--- src/rtl/mdio_pkg.sv ---
package mdio_pkg;
  localparam int FRAME_W = 32;
  localparam int PRE_LEN = 32;
  localparam int RD_W    = 16;
  localparam int SPD_W   = 6;
  localparam int IDX_W   = $clog2(PRE_LEN + FRAME_W);

  // strobes from the sequencer to the datapath
  typedef struct packed {
    logic             lineOn;   // a frame bit is on the line
    logic             inPre;    // current bit is preamble
    logic             shiftIn;  // capture mdiIn now
    logic             commit;   // frame ends this cycle
    logic [IDX_W-1:0] frmIdx;   // bit position within the frame word
  } strobe_t;
endpackage

--- src/rtl/mdio_ctrl.sv ---
module mdio_ctrl
  import mdio_pkg::*;
#(
  parameter int SPD_BITS = SPD_W,
  parameter int PRE_BITS = PRE_LEN,
  parameter int FRM_BITS = FRAME_W
) (
  input  logic                clk,
  input  logic                rst_n,
  input  logic [SPD_BITS-1:0] spd,
  input  logic                preDis,
  input  logic                frameWrEn,
  output logic                mdc,
  output logic                busy,
  output logic                doneIrq,
  output strobe_t             stb
);
  localparam logic [IDX_W-1:0] LAST_PRE = IDX_W'(PRE_BITS + FRM_BITS - 1);
  localparam logic [IDX_W-1:0] LAST_NOP = IDX_W'(FRM_BITS - 1);

  logic [SPD_BITS-1:0] divCnt, curHalf;
  logic                mdcQ, tog, fallEv, riseEv;
  logic                busyQ, activeQ, preOnQ, doneQ;
  logic [IDX_W-1:0]    cnt, lastIdx;
  logic                startOk, finish;

  // clock divider: half-period length is latched at each mdc edge
  assign tog    = (curHalf != '0) && (divCnt == curHalf - 1'b1) && !((spd == '0) && !mdcQ);
  assign fallEv = tog && mdcQ;
  assign riseEv = tog && !mdcQ;

  always_ff @(posedge clk or negedge rst_n) begin
    if (!rst_n) begin
      mdcQ    <= 1'b0;
      divCnt  <= '0;
      curHalf <= '0;
    end else if (curHalf == '0) begin
      mdcQ    <= 1'b0;
      divCnt  <= '0;
      curHalf <= spd;
    end else if (divCnt == curHalf - 1'b1) begin
      divCnt  <= '0;
      curHalf <= spd;
      if (tog) mdcQ <= ~mdcQ;
    end else begin
      divCnt <= divCnt + 1'b1;
    end
  end

  // frame sequencing
  assign startOk = frameWrEn && (spd != '0) && !busyQ;
  assign lastIdx = preOnQ ? LAST_PRE : LAST_NOP;
  assign finish  = busyQ && activeQ && fallEv && (cnt == lastIdx);

  always_ff @(posedge clk or negedge rst_n) begin
    if (!rst_n) begin
      busyQ   <= 1'b0;
      activeQ <= 1'b0;
      preOnQ  <= 1'b0;
      doneQ   <= 1'b0;
      cnt     <= '0;
    end else begin
      doneQ <= 1'b0;
      if (startOk) begin
        busyQ   <= 1'b1;
        activeQ <= 1'b0;
      end else if (busyQ && fallEv) begin
        if (!activeQ) begin
          activeQ <= 1'b1;
          cnt     <= '0;
          preOnQ  <= !preDis;
        end else if (finish) begin
          busyQ   <= 1'b0;
          activeQ <= 1'b0;
          doneQ   <= 1'b1;
        end else begin
          cnt <= cnt + 1'b1;
        end
      end
    end
  end

  always_comb begin
    stb.lineOn  = activeQ;
    stb.inPre   = preOnQ && (cnt < IDX_W'(PRE_BITS));
    stb.frmIdx  = preOnQ ? cnt - IDX_W'(PRE_BITS) : cnt;
    stb.shiftIn = riseEv && activeQ && !stb.inPre;
    stb.commit  = finish;
  end

  assign mdc     = mdcQ;
  assign busy    = busyQ;
  assign doneIrq = doneQ;
endmodule

--- src/rtl/mdio_dpath.sv ---
module mdio_dpath
  import mdio_pkg::*;
#(
  parameter int SPD_BITS = SPD_W,
  parameter int FRM_BITS = FRAME_W,
  parameter int RD_BITS  = RD_W
) (
  input  logic                clk,
  input  logic                rst_n,
  input  logic                frameWrEn,
  input  logic [FRM_BITS-1:0] frameWrData,
  input  logic                ctrlWrEn,
  input  logic [7:1]          ctrlWrData,
  input  logic                mdiIn,
  input  strobe_t             stb,
  output logic [SPD_BITS-1:0] spd,
  output logic                preDis,
  output logic [FRM_BITS-1:0] frameQ,
  output logic                mdoOut,
  output logic                mdoEn
);
  localparam int               SEL_W    = $clog2(FRM_BITS);
  localparam logic [IDX_W-1:0] TA2_IDX  = IDX_W'(FRM_BITS - RD_BITS - 1);
  localparam logic [IDX_W-1:0] DAT_IDX  = IDX_W'(FRM_BITS - RD_BITS);

  logic [RD_BITS-1:0] rdShift;
  logic               isRead;
  logic [SEL_W-1:0]   bitSel;

  assign isRead = (frameQ[FRM_BITS-3:FRM_BITS-4] == 2'b10);
  assign bitSel = SEL_W'(FRM_BITS - 1) - stb.frmIdx[SEL_W-1:0];

  always_ff @(posedge clk or negedge rst_n) begin
    if (!rst_n) begin
      spd    <= '0;
      preDis <= 1'b0;
    end else if (ctrlWrEn) begin
      spd    <= ctrlWrData[SPD_BITS:1];
      preDis <= ctrlWrData[7];
    end
  end

  always_ff @(posedge clk or negedge rst_n) begin
    if (!rst_n) begin
      frameQ  <= '0;
      rdShift <= '0;
    end else begin
      if (stb.shiftIn && isRead && (stb.frmIdx >= DAT_IDX))
        rdShift <= {rdShift[RD_BITS-2:0], mdiIn};
      if (stb.commit && isRead)
        frameQ[RD_BITS-1:0] <= rdShift;
      if (frameWrEn)
        frameQ <= frameWrData;
    end
  end

  assign mdoOut = stb.lineOn && (stb.inPre || frameQ[bitSel]);
  assign mdoEn  = stb.lineOn && !(isRead && !stb.inPre && (stb.frmIdx >= TA2_IDX));
endmodule

--- src/rtl/mdio_frame_master.sv ---
module mdio_frame_master
  import mdio_pkg::*;
(
  input  logic        clk,
  input  logic        rst_n,
  input  logic        frameWrEn,
  input  logic [31:0] frameWrData,
  input  logic        ctrlWrEn,
  input  logic [7:1]  ctrlWrData,
  output logic [31:0] frameRdData,
  output logic [31:0] ctrlRdData,
  output logic        busy,
  output logic        doneIrq,
  output logic        mdc,
  output logic        mdoOut,
  output logic        mdoEn,
  input  logic        mdiIn
);
  strobe_t          stb;
  logic [SPD_W-1:0] spd;
  logic             preDis;

  mdio_ctrl u_ctrl (
    .clk(clk), .rst_n(rst_n), .spd(spd), .preDis(preDis),
    .frameWrEn(frameWrEn), .mdc(mdc), .busy(busy), .doneIrq(doneIrq), .stb(stb)
  );

  mdio_dpath u_dpath (
    .clk(clk), .rst_n(rst_n), .frameWrEn(frameWrEn), .frameWrData(frameWrData),
    .ctrlWrEn(ctrlWrEn), .ctrlWrData(ctrlWrData), .mdiIn(mdiIn), .stb(stb),
    .spd(spd), .preDis(preDis), .frameQ(frameRdData), .mdoOut(mdoOut), .mdoEn(mdoEn)
  );

  assign ctrlRdData = {24'd0, preDis, spd, 1'b0};
endmodule

--- config.mk ---
export PLATFORM = sky130hd
export DESIGN_NAME = mdio_frame_master
export DESIGN_NICKNAME = d
export VERILOG_FILES = /design/src/rtl/mdio_pkg.sv /design/src/rtl/mdio_ctrl.sv /design/src/rtl/mdio_dpath.sv /design/src/rtl/mdio_frame_master.sv
export SDC_FILE = /design/constraint.sdc
export NUM_CORES = 1
export LEC_CHECK = 0
export ABC_CLOCK_PERIOD_IN_PS = 2900
export BUFFER_PORTS_ARGS = -buffer_cell sky130_fd_sc_hd__buf_2
export CAP_MARGIN = 20
export CORE_MARGIN = 2
export CORE_UTILIZATION = 48
export DETAILED_ROUTE_END_ITERATION = 6
export PLACE_DENSITY = 0.87
export SLEW_MARGIN = 20
export SYNTH_ARGS = -nofsm -noshare
export SYNTH_HDL_FRONTEND = slang
export SYNTH_HIERARCHICAL = 1
export SYNTH_SLANG_ARGS = --single-unit
--- constraint.sdc ---
create_clock -name clk -period 2.9 [get_ports clk]
set_input_delay 0.435 -clock clk [delete_from_list [all_inputs] [get_ports clk]]
set_output_delay 0.435 -clock clk [all_outputs]
set_load 0.1 [all_outputs]
==> results.rst <==
.. list-table::
   :header-rows: 1

   * - Metric
     - Value
   * - Number of core rows
     - 33
   * - Commonest cells in the netlist
     - sky130_fd_sc_hd__dfrtp_1, sky130_fd_sc_hd__mux2_2, sky130_fd_sc_hd__buf_4, sky130_fd_sc_hd__nand2_1, sky130_fd_sc_hd__mux2i_1
   * - Number of levels in the clock H-tree
     - 3
   * - Number of max-slew violations in the final report
     - 0
   * - Yosys synthesis warning count
     - 6
   * - Post-layout power
     - 4107 µW
   * - Slew at the pin closest to its max-slew limit
     - 964.0 ps
   * - Main flop type after synthesis
     - sky130_fd_sc_hd__dfrtp_1
   * - Pin count of the biggest net entering global routing
     - 79
   * - Post-Synthesis Cells
     - 348
   * - Smallest hold slack
     - 246.2 ps
   * - Pleak
     - 0.002393 µW
   * - Via density per instance
     - 5.320
   * - Floorplan core area
     - 8258 µm²
   * - Fraction of final layout cells with drive strength greater than 1
     - 0.4032
   * - Buffers inserted during post-CTS setup optimization
     - 0
   * - WP data required
     - 3130 ps
   * - Fmax achieved
     - 0.3538 GHz
   * - Clk_lat worst skew
     - 360 ps
   * - Worst max-slew margin expressed relative to the limit
     - 0.3573
   * - Top fanout value on the critical path
     - 16
   * - Area share of the largest cell type after synthesis
     - 0.4753
   * - Final worst clock skew
     - 16.87 ps
   * - Number of DRC violations after detailed routing
     - 0
   * - Final Hold Violating Endpoints
     - 0
   * - Max-cap viol count
     - 0
   * - Global router's overall resource usage
     - 0.2000
   * - Worst setup path category
     - reg -> reg
   * - Worst Path Arrival
     - 3060 ps
   * - Clock-pin slew on the worst setup and hold paths
     - 80 ps
   * - Power per standard cell area
     - 861.7 nW/µm²
   * - Antenna violations before repair
     - 0
   * - Mean routed wirelength per cell
     - 16.13 µm
   * - Crit start category
     - flop
   * - Worst voltage drop across the vdd grid
     - 0.3632 mV
   * - Post-CTS Hold Fix Bufs
     - 0
   * - Number of input and output port buffers inserted
     - 87
   * - Antenna cell count
     - 0
   * - Die outline area
     - 9311 µm²
   * - Fraction of the yosys area taken by sequential cells
     - 0.4753
   * - Area used by multi-input combinational logic
     - 1916 µm²
   * - Number of enable flip-flop cells after synthesis
     - 0
   * - Floorplan die width
     - 96.50 µm
   * - Share of the clock period used by the worst path
     - 0.9746
   * - Final weighted congestion in routability-driven placement
     - 0.8417
   * - Post-Syn Area per Cell
     - 11.80 µm²
   * - Largest area contributor in the netlist
     - sky130_fd_sc_hd__dfrtp_1
   * - Layout overhead on the synthesized area
     - 16.06%
   * - Starting density of the core
     - 0.4973
   * - Top-Level Pins
     - 113
   * - Post-layout min period
     - 2826 ps
   * - Cell Area, Synth
     - 4106 µm²
   * - Wirelength, routed
     - 8.777 mm
   * - Fill cells
     - 667
   * - Number of antenna-violating nets in the routed design
     - 0
   * - Y dimension of the die
     - 96.50 µm
   * - Total global routing overflow
     - 0
   * - FF/Latch Area
     - 1953 µm²
   * - Total CTS buffers
     - 9
   * - Outcome
     - finished clean
   * - Leading post-synthesis cells by cell area
     - sky130_fd_sc_hd__dfrtp_1, sky130_fd_sc_hd__mux2_2, sky130_fd_sc_hd__buf_4, sky130_fd_sc_hd__mux2i_1, sky130_fd_sc_hd__mux4_1
   * - Netlist cell types
     - 49
   * - Total via count in the routed design
     - 2,894
   * - Final setup vio count
     - 0
   * - Post-synthesis async set-or-reset flop share
     - 1.000
   * - Sort of element at the end of the critical path
     - flop
   * - Final HPWL DP
     - 6.383 mm
   * - Wire length of the first global-routing pass
     - 14.21 mm
   * - TritonRoute pass-1 iters
     - 4
   * - Initial detailed-routing violation count
     - 168
   * - Cell with the most instances after synthesis
     - sky130_fd_sc_hd__dfrtp_1
   * - CTS tree
     - done
   * - Hold WC Path Type
     - in -> async
   * - Via count of the first global-routing pass
     - 2,958
   * - Setup repair after global routing missed its margin
     - yes
   * - Sinks on Clock Net
     - 78
   * - Clock Tree Root
     - sky130_fd_sc_hd__clkbuf_8
   * - Final layout net count
     - 483
   * - Maximum number of buffers from clock root to sink
     - 2
   * - Synthesis-stage register bit count
     - 78
-- path summary, 6_finish.rpt --
check / from / end / slack [ps] / cells past startpoint
min in group clk: frameWrData[9] / u_dpath/frameQ[9] / 280 / 3
max in group asynchronous: rst_n / u_ctrl/cnt[0] / 2000 / 1
max: u_ctrl/curHalf[2] / u_dpath/rdShift[7] / 70 / 8
max reg2reg: u_ctrl/curHalf[2] / u_dpath/rdShift[7] / 70 / 8
min reg2reg: u_dpath/frameQ[31] / u_dpath/frameQ[31] / 540 / 1
min: rst_n / u_dpath/spd[4] / 250 / 1
-- timing repair --
item                                    4_1_cts  5_1_grt
gates resized for setup                       3        1
endpoints found under the setup margin        2        4
endpoints found under the hold margin         0        0
-- layer usage --
metal	up-vias	routed length [µm]	global-route usage
met5	-	0	0
met4	0	138	0.07160
met3	13	445	0.03801
met2	114	4443	0.3385
met1	1419	3750	0.2573
li1	1348	-	-
-- where the power goes --
| group | switching (µW) | total, µW | internal, µW |
|---|---|---|---|
| registers | 234 | 1510 | 1270 |
| logic | 1230 | 1820 | 599 |
| clock network | 411 | 775 | 363 |
| total | 1870 | 4110 | 2240 |
-- cell type report --
| cell class | count | area share |
|---|---|---|
| sequential | 78 | 0.4098 |
| multi-input combinational | 238 | 0.4019 |
| timing repair buffer | 99 | 0.1139 |
| inverter | 8 | 0.006301 |
| tap | 105 | 0.02757 |
| clock buffer | 11 | 0.03177 |
| clock inverter | 5 | 0.008664 |
-- registers in the layout, summed over array words and instances, names as in the netlist, 6 cells and up --
register	count
u_ctrl/cnt	6
u_dpath/frameQ	32
u_ctrl/curHalf	6
u_ctrl/divCnt	6
u_dpath/spd	6
u_dpath/rdShift	16
-- worst max-delay path, cell delays in order (launching register included) --
cell and delay (ps):
sky130_fd_sc_hd__dfrtp_1 390, sky130_fd_sc_hd__or3_4 400, sky130_fd_sc_hd__or4_4 500, sky130_fd_sc_hd__a2111oi_4 330, sky130_fd_sc_hd__nand2_1 170, sky130_fd_sc_hd__nor4_2 190, sky130_fd_sc_hd__o211a_1 230, sky130_fd_sc_hd__buf_12 160
sky130_fd_sc_hd__mux2_2 350
-- logic make-up (layout without fill, tap and decap cells) --
kind of cell,count (synthesis),count (layout),share of synthesized area
buffers and inverters,56,123,0.08897
other,1,25,0.0009132
adders and majority gates,5,5,0.01523
AOI/OAI and AO/OA,34,34,0.05667
xor gates and xnor gates,10,10,0.02133
and+or+nand+nor,87,87,0.1155
muxes,77,77,0.2261
DFF,78,78,0.4753
-- metrics by stage --
stage	cells	setup TNS, ps	utilization	cell area, µm²	worst slack [ps]
final	544	0	0.5771	4766	73.55
after global routing	544	-13.49	0.5771	4766	-12.29
after CTS	544	0	0.5770	4765	43.29
after detailed placement	528	0	0.5518	4557	98.89
after global placement	528	0	0.5518	4557	161.9
after floorplan	372	-354.3	-	4229	-354.3
-- cell usage in the layout, fill, tap and decap left out, types with 9 or more instances in the layout --
cell type,synthesis,final
sky130_fd_sc_hd__buf_4,34,13
sky130_fd_sc_hd__clkbuf_8,0,11
sky130_fd_sc_hd__mux2_2,48,48
sky130_fd_sc_hd__mux2i_1,23,23
sky130_fd_sc_hd__nor2_1,15,15
sky130_fd_sc_hd__conb_1,1,25
sky130_fd_sc_hd__nand2_1,28,28
sky130_fd_sc_hd__nand3_1,9,9
sky130_fd_sc_hd__buf_2,4,85
sky130_fd_sc_hd__o21ai_0,18,18
sky130_fd_sc_hd__dfrtp_1,78,77
(Power assumes the default switching activity.)
